### config.mk
export PLATFORM = sky130hd
export DESIGN_NAME = winwdog_top
export DESIGN_NICKNAME = d
export VERILOG_FILES = /design/src/rtl/wwd_pkg.sv /design/src/rtl/wwd_presc.sv /design/src/rtl/wwd_core.sv /design/src/rtl/wwd_regs.sv /design/src/rtl/winwdog_top.sv
export SDC_FILE = /design/constraint.sdc
export NUM_CORES = 1
export LEC_CHECK = 0
export CAP_MARGIN = 30
export CORE_MARGIN = 4
export CORE_UTILIZATION = 45
export DETAILED_ROUTE_END_ITERATION = 12
export DONT_BUFFER_PORTS = 1
export PLACE_DENSITY = 0.66
export SYNTH_ARGS = -nofsm -noshare
export SYNTH_HDL_FRONTEND = slang
export SYNTH_SLANG_ARGS = --single-unit
### constraint.sdc
create_clock -name clk -period 4.04 [get_ports clk]
set_clock_uncertainty 0.05 [all_clocks]
set_input_delay 0.404 -clock clk [delete_from_list [all_inputs] [get_ports clk]]
set_output_delay 0.404 -clock clk [all_outputs]
set_load 0.1 [all_outputs]
### src/rtl/wwd_pkg.sv
package wwd_pkg;
  localparam int CNT_W  = 7;
  localparam int TB_W   = 2;
  localparam int DATA_W = 16;

  localparam logic [1:0] A_CTRL = 2'd0;
  localparam logic [1:0] A_CFG  = 2'd1;
  localparam logic [1:0] A_STAT = 2'd2;

  localparam logic [CNT_W-1:0] CNT_EXPIRE = 7'h40;
  localparam logic [CNT_W-1:0] CNT_WARN   = 7'h41;
  localparam logic [CNT_W-1:0] CNT_RESET  = 7'h7F;

  typedef struct packed {
    logic             ewie;
    logic [TB_W-1:0]  tb;
    logic [CNT_W-1:0] win;
  } cfg_t;
endpackage

### src/rtl/wwd_presc.sv
module wwd_presc #(
  parameter int PRE_LOG2 = 12
) (
  input  logic       clk,
  input  logic       rst_n,
  input  logic       run,
  input  logic       restart,
  input  logic [1:0] tb,
  output logic       tick
);
  localparam int PW = PRE_LOG2 + 3;

  logic [PW-1:0] cnt_q, cnt_d, lim;
  logic          cnt_en;

  always_comb begin
    lim    = {PW{1'b1}} >> (2'd3 - tb);
    tick   = run && !restart && (cnt_q == lim);
    cnt_en = restart || run;
    if (restart || tick) cnt_d = '0;
    else                 cnt_d = cnt_q + PW'(1);
  end

  always_ff @(posedge clk or negedge rst_n) begin
    if (!rst_n)      cnt_q <= '0;
    else if (cnt_en) cnt_q <= cnt_d;
  end
endmodule

### src/rtl/wwd_core.sv
module wwd_core
  import wwd_pkg::*;
(
  input  logic             clk,
  input  logic             rst_n,
  input  logic             tick,
  input  logic             ctrl_wr,
  input  logic             w_run,
  input  logic [CNT_W-1:0] w_cnt,
  input  logic [CNT_W-1:0] win,
  input  logic             stat_wr,
  input  logic             w_flag,
  output logic             en,
  output logic [CNT_W-1:0] cnt,
  output logic             flag,
  output logic             rst_req
);
  logic             en_q, en_d;
  logic [CNT_W-1:0] cnt_q, cnt_d;
  logic             flag_q, flag_d;
  logic             req_q, req_d;
  logic             dec, underflow, early, low_load, warn_hit;

  always_comb begin
    dec       = en_q && tick && !ctrl_wr;
    en_d      = en_q || (ctrl_wr && w_run);
    underflow = dec && (cnt_q == CNT_EXPIRE);
    warn_hit  = dec && (cnt_q == CNT_WARN);
    early     = ctrl_wr && en_q && (cnt_q > win);
    low_load  = ctrl_wr && en_d && !w_cnt[CNT_W-1];
    req_d     = underflow || early || low_load;

    if (ctrl_wr)  cnt_d = w_cnt;
    else if (dec) cnt_d = cnt_q - CNT_W'(1);
    else          cnt_d = cnt_q;

    if (warn_hit)                flag_d = 1'b1;
    else if (stat_wr && !w_flag) flag_d = 1'b0;
    else                         flag_d = flag_q;
  end

  always_ff @(posedge clk or negedge rst_n) begin
    if (!rst_n) begin
      en_q   <= 1'b0;
      cnt_q  <= CNT_RESET;
      flag_q <= 1'b0;
      req_q  <= 1'b0;
    end else begin
      en_q   <= en_d;
      cnt_q  <= cnt_d;
      flag_q <= flag_d;
      req_q  <= req_d;
    end
  end

  assign en      = en_q;
  assign cnt     = cnt_q;
  assign flag    = flag_q;
  assign rst_req = req_q;
endmodule

### src/rtl/wwd_regs.sv
module wwd_regs
  import wwd_pkg::*;
(
  input  logic              clk,
  input  logic              rst_n,
  input  logic              wr_en,
  input  logic              rd_en,
  input  logic [1:0]        addr,
  input  logic [DATA_W-1:0] wdata,
  input  logic              en,
  input  logic [CNT_W-1:0]  cnt,
  input  logic              flag,
  output cfg_t              cfg,
  output logic              ctrl_wr,
  output logic              stat_wr,
  output logic              tb_chg,
  output logic [DATA_W-1:0] rdata
);
  cfg_t              cfg_q, cfg_d;
  logic              cfg_wr;
  logic [DATA_W-1:0] rd_q, rd_d;

  always_comb begin
    ctrl_wr = wr_en && (addr == A_CTRL);
    cfg_wr  = wr_en && (addr == A_CFG);
    stat_wr = wr_en && (addr == A_STAT);
    cfg_d   = cfg_t'(wdata[CNT_W+TB_W:0]);
    tb_chg  = cfg_wr && (cfg_d.tb != cfg_q.tb);
    rd_d    = '0;
    case (addr)
      A_CTRL:  rd_d = {8'h00, en, cnt};
      A_CFG:   rd_d = DATA_W'(cfg_q);
      A_STAT:  rd_d = {15'h0000, flag};
      default: rd_d = '0;
    endcase
  end

  always_ff @(posedge clk or negedge rst_n) begin
    if (!rst_n) begin
      cfg_q <= '{ewie: 1'b0, tb: '0, win: CNT_RESET};
      rd_q  <= '0;
    end else begin
      if (cfg_wr) cfg_q <= cfg_d;
      if (rd_en)  rd_q  <= rd_d;
    end
  end

  assign cfg   = cfg_q;
  assign rdata = rd_q;
endmodule

### src/rtl/winwdog_top.sv
module winwdog_top
  import wwd_pkg::*;
#(
  parameter int PRE_LOG2 = 12
) (
  input  logic        clk,
  input  logic        rst_n,
  input  logic        wr_en,
  input  logic        rd_en,
  input  logic [1:0]  addr,
  input  logic [15:0] wdata,
  output logic [15:0] rdata,
  input  logic        dbg_halt,
  input  logic        dbg_stop_en,
  output logic        rst_req,
  output logic        ew_irq
);
  logic [1:0]       rs_q;
  logic             rst_i_n;
  cfg_t             cfg;
  logic             ctrl_wr, stat_wr, tb_chg, tick, frz, run;
  logic             en, flag;
  logic [CNT_W-1:0] cnt;

  always_ff @(posedge clk or negedge rst_n) begin
    if (!rst_n) rs_q <= 2'b00;
    else        rs_q <= {rs_q[0], 1'b1};
  end
  assign rst_i_n = rs_q[1];

  assign frz = dbg_halt && dbg_stop_en;
  assign run = en && !frz;

  wwd_regs u_regs (
    .clk(clk), .rst_n(rst_i_n), .wr_en(wr_en), .rd_en(rd_en), .addr(addr),
    .wdata(wdata), .en(en), .cnt(cnt), .flag(flag), .cfg(cfg),
    .ctrl_wr(ctrl_wr), .stat_wr(stat_wr), .tb_chg(tb_chg), .rdata(rdata)
  );

  wwd_presc #(.PRE_LOG2(PRE_LOG2)) u_presc (
    .clk(clk), .rst_n(rst_i_n), .run(run), .restart(tb_chg),
    .tb(cfg.tb), .tick(tick)
  );

  wwd_core u_core (
    .clk(clk), .rst_n(rst_i_n), .tick(tick), .ctrl_wr(ctrl_wr),
    .w_run(wdata[7]), .w_cnt(wdata[6:0]), .win(cfg.win),
    .stat_wr(stat_wr), .w_flag(wdata[0]), .en(en), .cnt(cnt),
    .flag(flag), .rst_req(rst_req)
  );

  assign ew_irq = flag && cfg.ewie;
endmodule

; Yosys cells after proc, flatten, opt, wreduce, memory -nomap -nowiden
; Cells that the tools add are included.
[word_totals]
elab_cells = 59
reg_bits = 53
out_inout_bits = 18
in_bits = 24
[classes]
n_mux = 6
n_shift = 1
order_cmp = 1
eq_ne = 6
addsub = 3
reduce_logical = 32
[op_table]
columns = op, n
row1 = 10-bit one-hot mux with 3 select lines, 1
row2 = 1-bit logical AND, 19
row3 = 15-bit by 1-bit adder with 15-bit output (second input constant), 1
row4 = 15-bit == test, 1
row5 = 15-bit two-way mux, 1
row6 = 15-bit by 2-bit right shift with 15-bit output (first input constant), 1
row7 = 7-bit == test (second input constant), 2
row8 = 7-bit two-way mux, 2
row9 = 7-bit > comparator, 1
row10 = 7-bit by 1-bit subtractor with 7-bit output (second input constant), 1
row11 = 1-bit zero test, 5
row12 = 1-bit logical OR, 5
row13 = 2-bit nonzero test, 2
row14 = 2-bit by 1-bit == test with 1-bit output (second input constant), 1
row15 = 2-bit == test (second input constant), 1
row16 = 2-bit zero test, 1
row17 = 1-bit two-way mux, 2
row18 = 2-bit != test, 1
row19 = 2-bit subtractor (first input constant), 1

; Longest topological paths before layout
[depth]
ltp_word = 11
ltp_mapped = 8
ltp_nobuf = 7

; Cells and area by module
; From an unflattened synthesis, not the netlist that was laid out.
[hier_totals]
hier_cells = 249
area_unflattened_um2 = 2620.0
[modules_own_cells]
columns = mod, seq_area_each_um2, cells_each, area_each_um2, instances
row1 = wwd_regs, 509.2, 80, 989.7, 1
row2 = wwd_presc, 375.4, 86, 834.6, 1
row3 = wwd_core, 259.0, 78, 724.4, 1
row4 = winwdog_top, 50.0, 5, 71.3, 1

; Worst setup path before layout
; OpenSTA, ideal clock, no wires.
[synth_path]
path_type = reg-to-reg
startpoint = register u_regs.cfg_q (netlist bit u_regs.cfg[7])
endpoint = register u_presc.cnt_q[14]
period_less_slack_ns = 1.832
stages_incl_launch_ff = 8
n_path_buf = 2
t_arrival_ns = 1.656
required_time_ns = 3.864
slack_ns = 2.208
setup_time_ns = 0.126
path_cell_list = dfrtp_1 -> xnor2_1 -> nand4_2 -> a2111oi_2 -> or2_1 -> buf_4 -> buf_6 -> a21oi_1
[synth_via]
elab_chain_len = 7
elab_cells_between_ends = 11
cone_classes = add/sub (1) / eq/ne (2) / shift (1) / mux (1) / reduce/logical (6)
[synth_rtl]
columns = element, line_no
row1 = start: declaration, wwd_regs.sv:19  ; cfg_t cfg_q, cfg_d;
row2 = start signal: assignment, wwd_regs.sv:40  ; cfg_q <= '{ewie: 1'b0, tb: '0, win: CNT_RESET};
row3 = start signal: assignment, wwd_regs.sv:43  ; if (cfg_wr) cfg_q <= cfg_d;
row4 = branches (longest 7 deep; another with 2-bit subtractor), n/a
row5 = end signal: assignment, wwd_presc.sv:26  ; else if (cnt_en) cnt_q <= cnt_d;
row6 = end: declaration, wwd_presc.sv:13  ; logic [PW-1:0] cnt_q, cnt_d, lim;
; Several ways; the timed one is not identified.
; A chain may end at the register's enable or synchronous reset.

; Final worst setup path
[layout_path]
startpoint = register u_regs.cfg_q (netlist bit u_regs.cfg[7])
endpoint = register u_presc.cnt_q[1]
; The elaborated chain is that of the path after synthesis.

==> metrics.csv <==
metric,value,unit
worst skew pair latency,0.30,ns
Synth Warn #,0,
Root Driver,clkbuf_8,
largest net degree at the start of global routing,46,
Vias/cell,5.35,
crit end category,register,
initial antenna violation count,0,
fin crit share,0.565,
actual slew at the worst max-slew pin,0.973,ns
run status,completed,
Port Buffer Count,0,
Initial Utilization,0.474,
Mapped Cells,267,
"Reg clk slew, reported paths",0.09,ns
first-pass GRT wire length,8.85,mm
gpl congestion,0.795,
register area share after synthesis,0.449,
reg-to-reg setup timing slack,1.76,ns
"Data required, critical path",4.14,ns
Routed Antenna Nets,0,
dominant cells by area after synthesis,"dfrtp_1, dfstp_2, xnor2_1",
CTS buffer count,5,
Yosys reg bits,47,
wire per inst,14.9,um
Unique masters post-synth,44,
top cell type's share of synthesized area,0.311,
Synth-to-Final Area Change,7.39,%
Die W,84.9,um
Final Hold Viols,0,
worst-path maximum fanout,15,
Via Count,1823,
Synth Flop Type,dfrtp_1,
NumNets Final,302,
Pwr Total,0.00138,W
Core ar.,5610,um2
Max Clk Rate,0.438,GHz
Worst VDD drop,250,uV
DRC errors left,0,
"wirelength, routed",5.10,mm
IO Count,42,
share of cells above drive strength 1,0.156,
power per cell area,483,nW/um2
Lkg Pwr,1.19,nW
TNS Setup,0,ns
RSZ-0062 raised after global routing,false,
Post-synth EDFFs,0,
GRT Residual Overflow,0,
Reg2Reg Depth,5,
row cnt,27,
Synth async-reset ratio,1.00,
syn avg cell area,9.96,um2
ant diodes,0,
Max H-tree Level,2,
drt first pass iters,4,
Worst R2R End,u_presc.cnt_q[1]$_DFFE_PN0P_,
Finish-stage setup viols,0,
total clock sinks,47,
1st-iter DRT viols,136,
worst rel slew slack,0.356,
post-DP HPWL,3.76,mm
GR Util All Layers,0.151,
HP Class,reg2async,
Netlist Area Pre-Place,2660,um2
DIE AREA,7200,um2
Clock Path Buffers,2,
max cap viols,0,
post-CTS setup buffers,0,
CTS tree,built,
crit path launch type,register,
chip height,84.9,um
Crit Reg-Reg Startpoint,u_regs.cfg[7]$_DFFE_PN0P_,
final count of pins violating max slew,0,
vias in the first global route,1822,
CP Class,reg2reg,
Tmin final,2.28,ns
Synth area leader,dfrtp_1,
CP arrival,2.39,ns
-- through the flow --
stage	hold slack (ns)	utilization	std cells	setup WS, ns	instance area, um2
3_3_place_gp	0.0585	0.480	331	1.75	2690
5_1_grt	0.108	0.509	341	1.58	2860
3_5_place_dp	0.0585	0.480	331	1.75	2690
6_report	0.0973	0.509	341	1.76	2860
4_1_cts	0.115	0.506	340	1.72	2840
2_1_floorplan	0.0584	-	272	2.21	2680
-- cells in the final DEF (no fill, tap or decap), drive strengths merged, types with 7 or more instances in the layout --
cell type,n
inv,22
nand3,8
mux2,10
nor2,17
nand2,24
xnor2,16
o21ai,17
ha,10
o22ai,9
dfrtp,33
a21oi,10
conb,7
a2111oi,11
dfstp,14
mux2i,8
-- logic make-up after synthesis --
group / Yosys count / synth area share
AO/OA/AOI/OAI: 57 / 0.152
XOR/XNOR: 18 / 0.0593
adder cells (fa/ha/maj): 10 / 0.0471
buffers and inverters: 37 / 0.0654
flip-flops: 47 / 0.449
multiplexers: 18 / 0.0725
other: 2 / 0.00282
AND/OR/NAND/NOR: 78 / 0.152
-- power breakdown --
part           internal (W)  switching, W
Combinational      0.000109      0.000144
Sequential         0.000554      0.000169
Clock              0.000247      0.000156
-- what timing repair did --
action,4_1_cts,5_1_grt
gates resized for setup,0,0
endpoints found under the hold margin,2,0
setup endpoints to repair,0,0
hold buffers,1,0
-- Yosys cell counts, types with 2 or more instances --
library cell / number
mux2_2: 10
xor2_1: 2
a21oi_1: 10
a2111oi_1: 8
clkbuf_1: 6
o31ai_1: 2
a2111oi_2: 3
nand2b_1: 4
o21ai_1: 6
nand4_1: 4
nand3_1: 8
a21o_1: 2
dfstp_2: 14
o21ai_0: 10
or3_1: 6
buf_4: 7
and2_1: 2
o211ai_1: 2
nand2_1: 24
mux2i_1: 8
nor3_1: 2
ha_1: 10
conb_1: 2
and4_1: 2
o22ai_1: 9
nor2_1: 17
dfrtp_1: 33
and3_1: 2
inv_1: 22
xnor2_1: 16
-- final cells by class --
cell class | count | area [um2]
clock buffers | 6 | 72.6
inverters | 22 | 82.6
fillers | 523 | 2750
multi-input cells | 188 | 1310
clock inverters | 2 | 60.1
well taps | 72 | 90.1
repair buffers | 4 | 45.0
flip-flops and latches | 47 | 1190
-- state kept, by name, summed over array words and instances (netlist names) --
| register | count |
|---|---|
| u_presc.cnt_q | 15 |
| u_regs.cfg | 10 |
| u_regs.rdata | 10 |
| u_core.cnt | 7 |
| rs_q | 2 |
| u_core.en | 1 |
| u_core.flag | 1 |
| u_core.rst_req | 1 |
-- worst max-delay path, cell delays in order (launching register included) --
cell and delay (ns):
dfrtp_1 0.46, xnor2_1 0.21, nand4_2 0.25, a2111oi_2 0.49, or2_1 0.50, o21ai_0 0.18
-- worst max-delay path by stage --
stage	slack (ns)	from	to	depth (start not counted)
after floorplan	2.21	u_regs.cfg[7]$_DFFE_PN0P_	u_presc.cnt_q[14]$_DFFE_PN0P_	7
after global placement	1.75	addr[1]	u_presc.cnt_q[14]$_DFFE_PN0P_	6
after detailed placement	1.75	addr[1]	u_presc.cnt_q[7]$_DFFE_PN0P_	5
after CTS	1.72	u_regs.cfg[7]$_DFFE_PN0P_	u_presc.cnt_q[1]$_DFFE_PN0P_	5
after global routing	1.58	u_presc.cnt_q[0]$_DFFE_PN0P_	u_presc.cnt_q[1]$_DFFE_PN0P_	6
final	1.76	u_regs.cfg[7]$_DFFE_PN0P_	u_presc.cnt_q[1]$_DFFE_PN0P_	5
-- per-layer routing --
layer,GRT usage,vias up,share of wire
met5,0,-,0
met4,0.0417,0,0.0094
met3,0.0398,7,0.043
met2,0.246,30,0.47
met1,0.198,859,0.47
li1,-,927,-
Power figures use the tool's default switching activity.
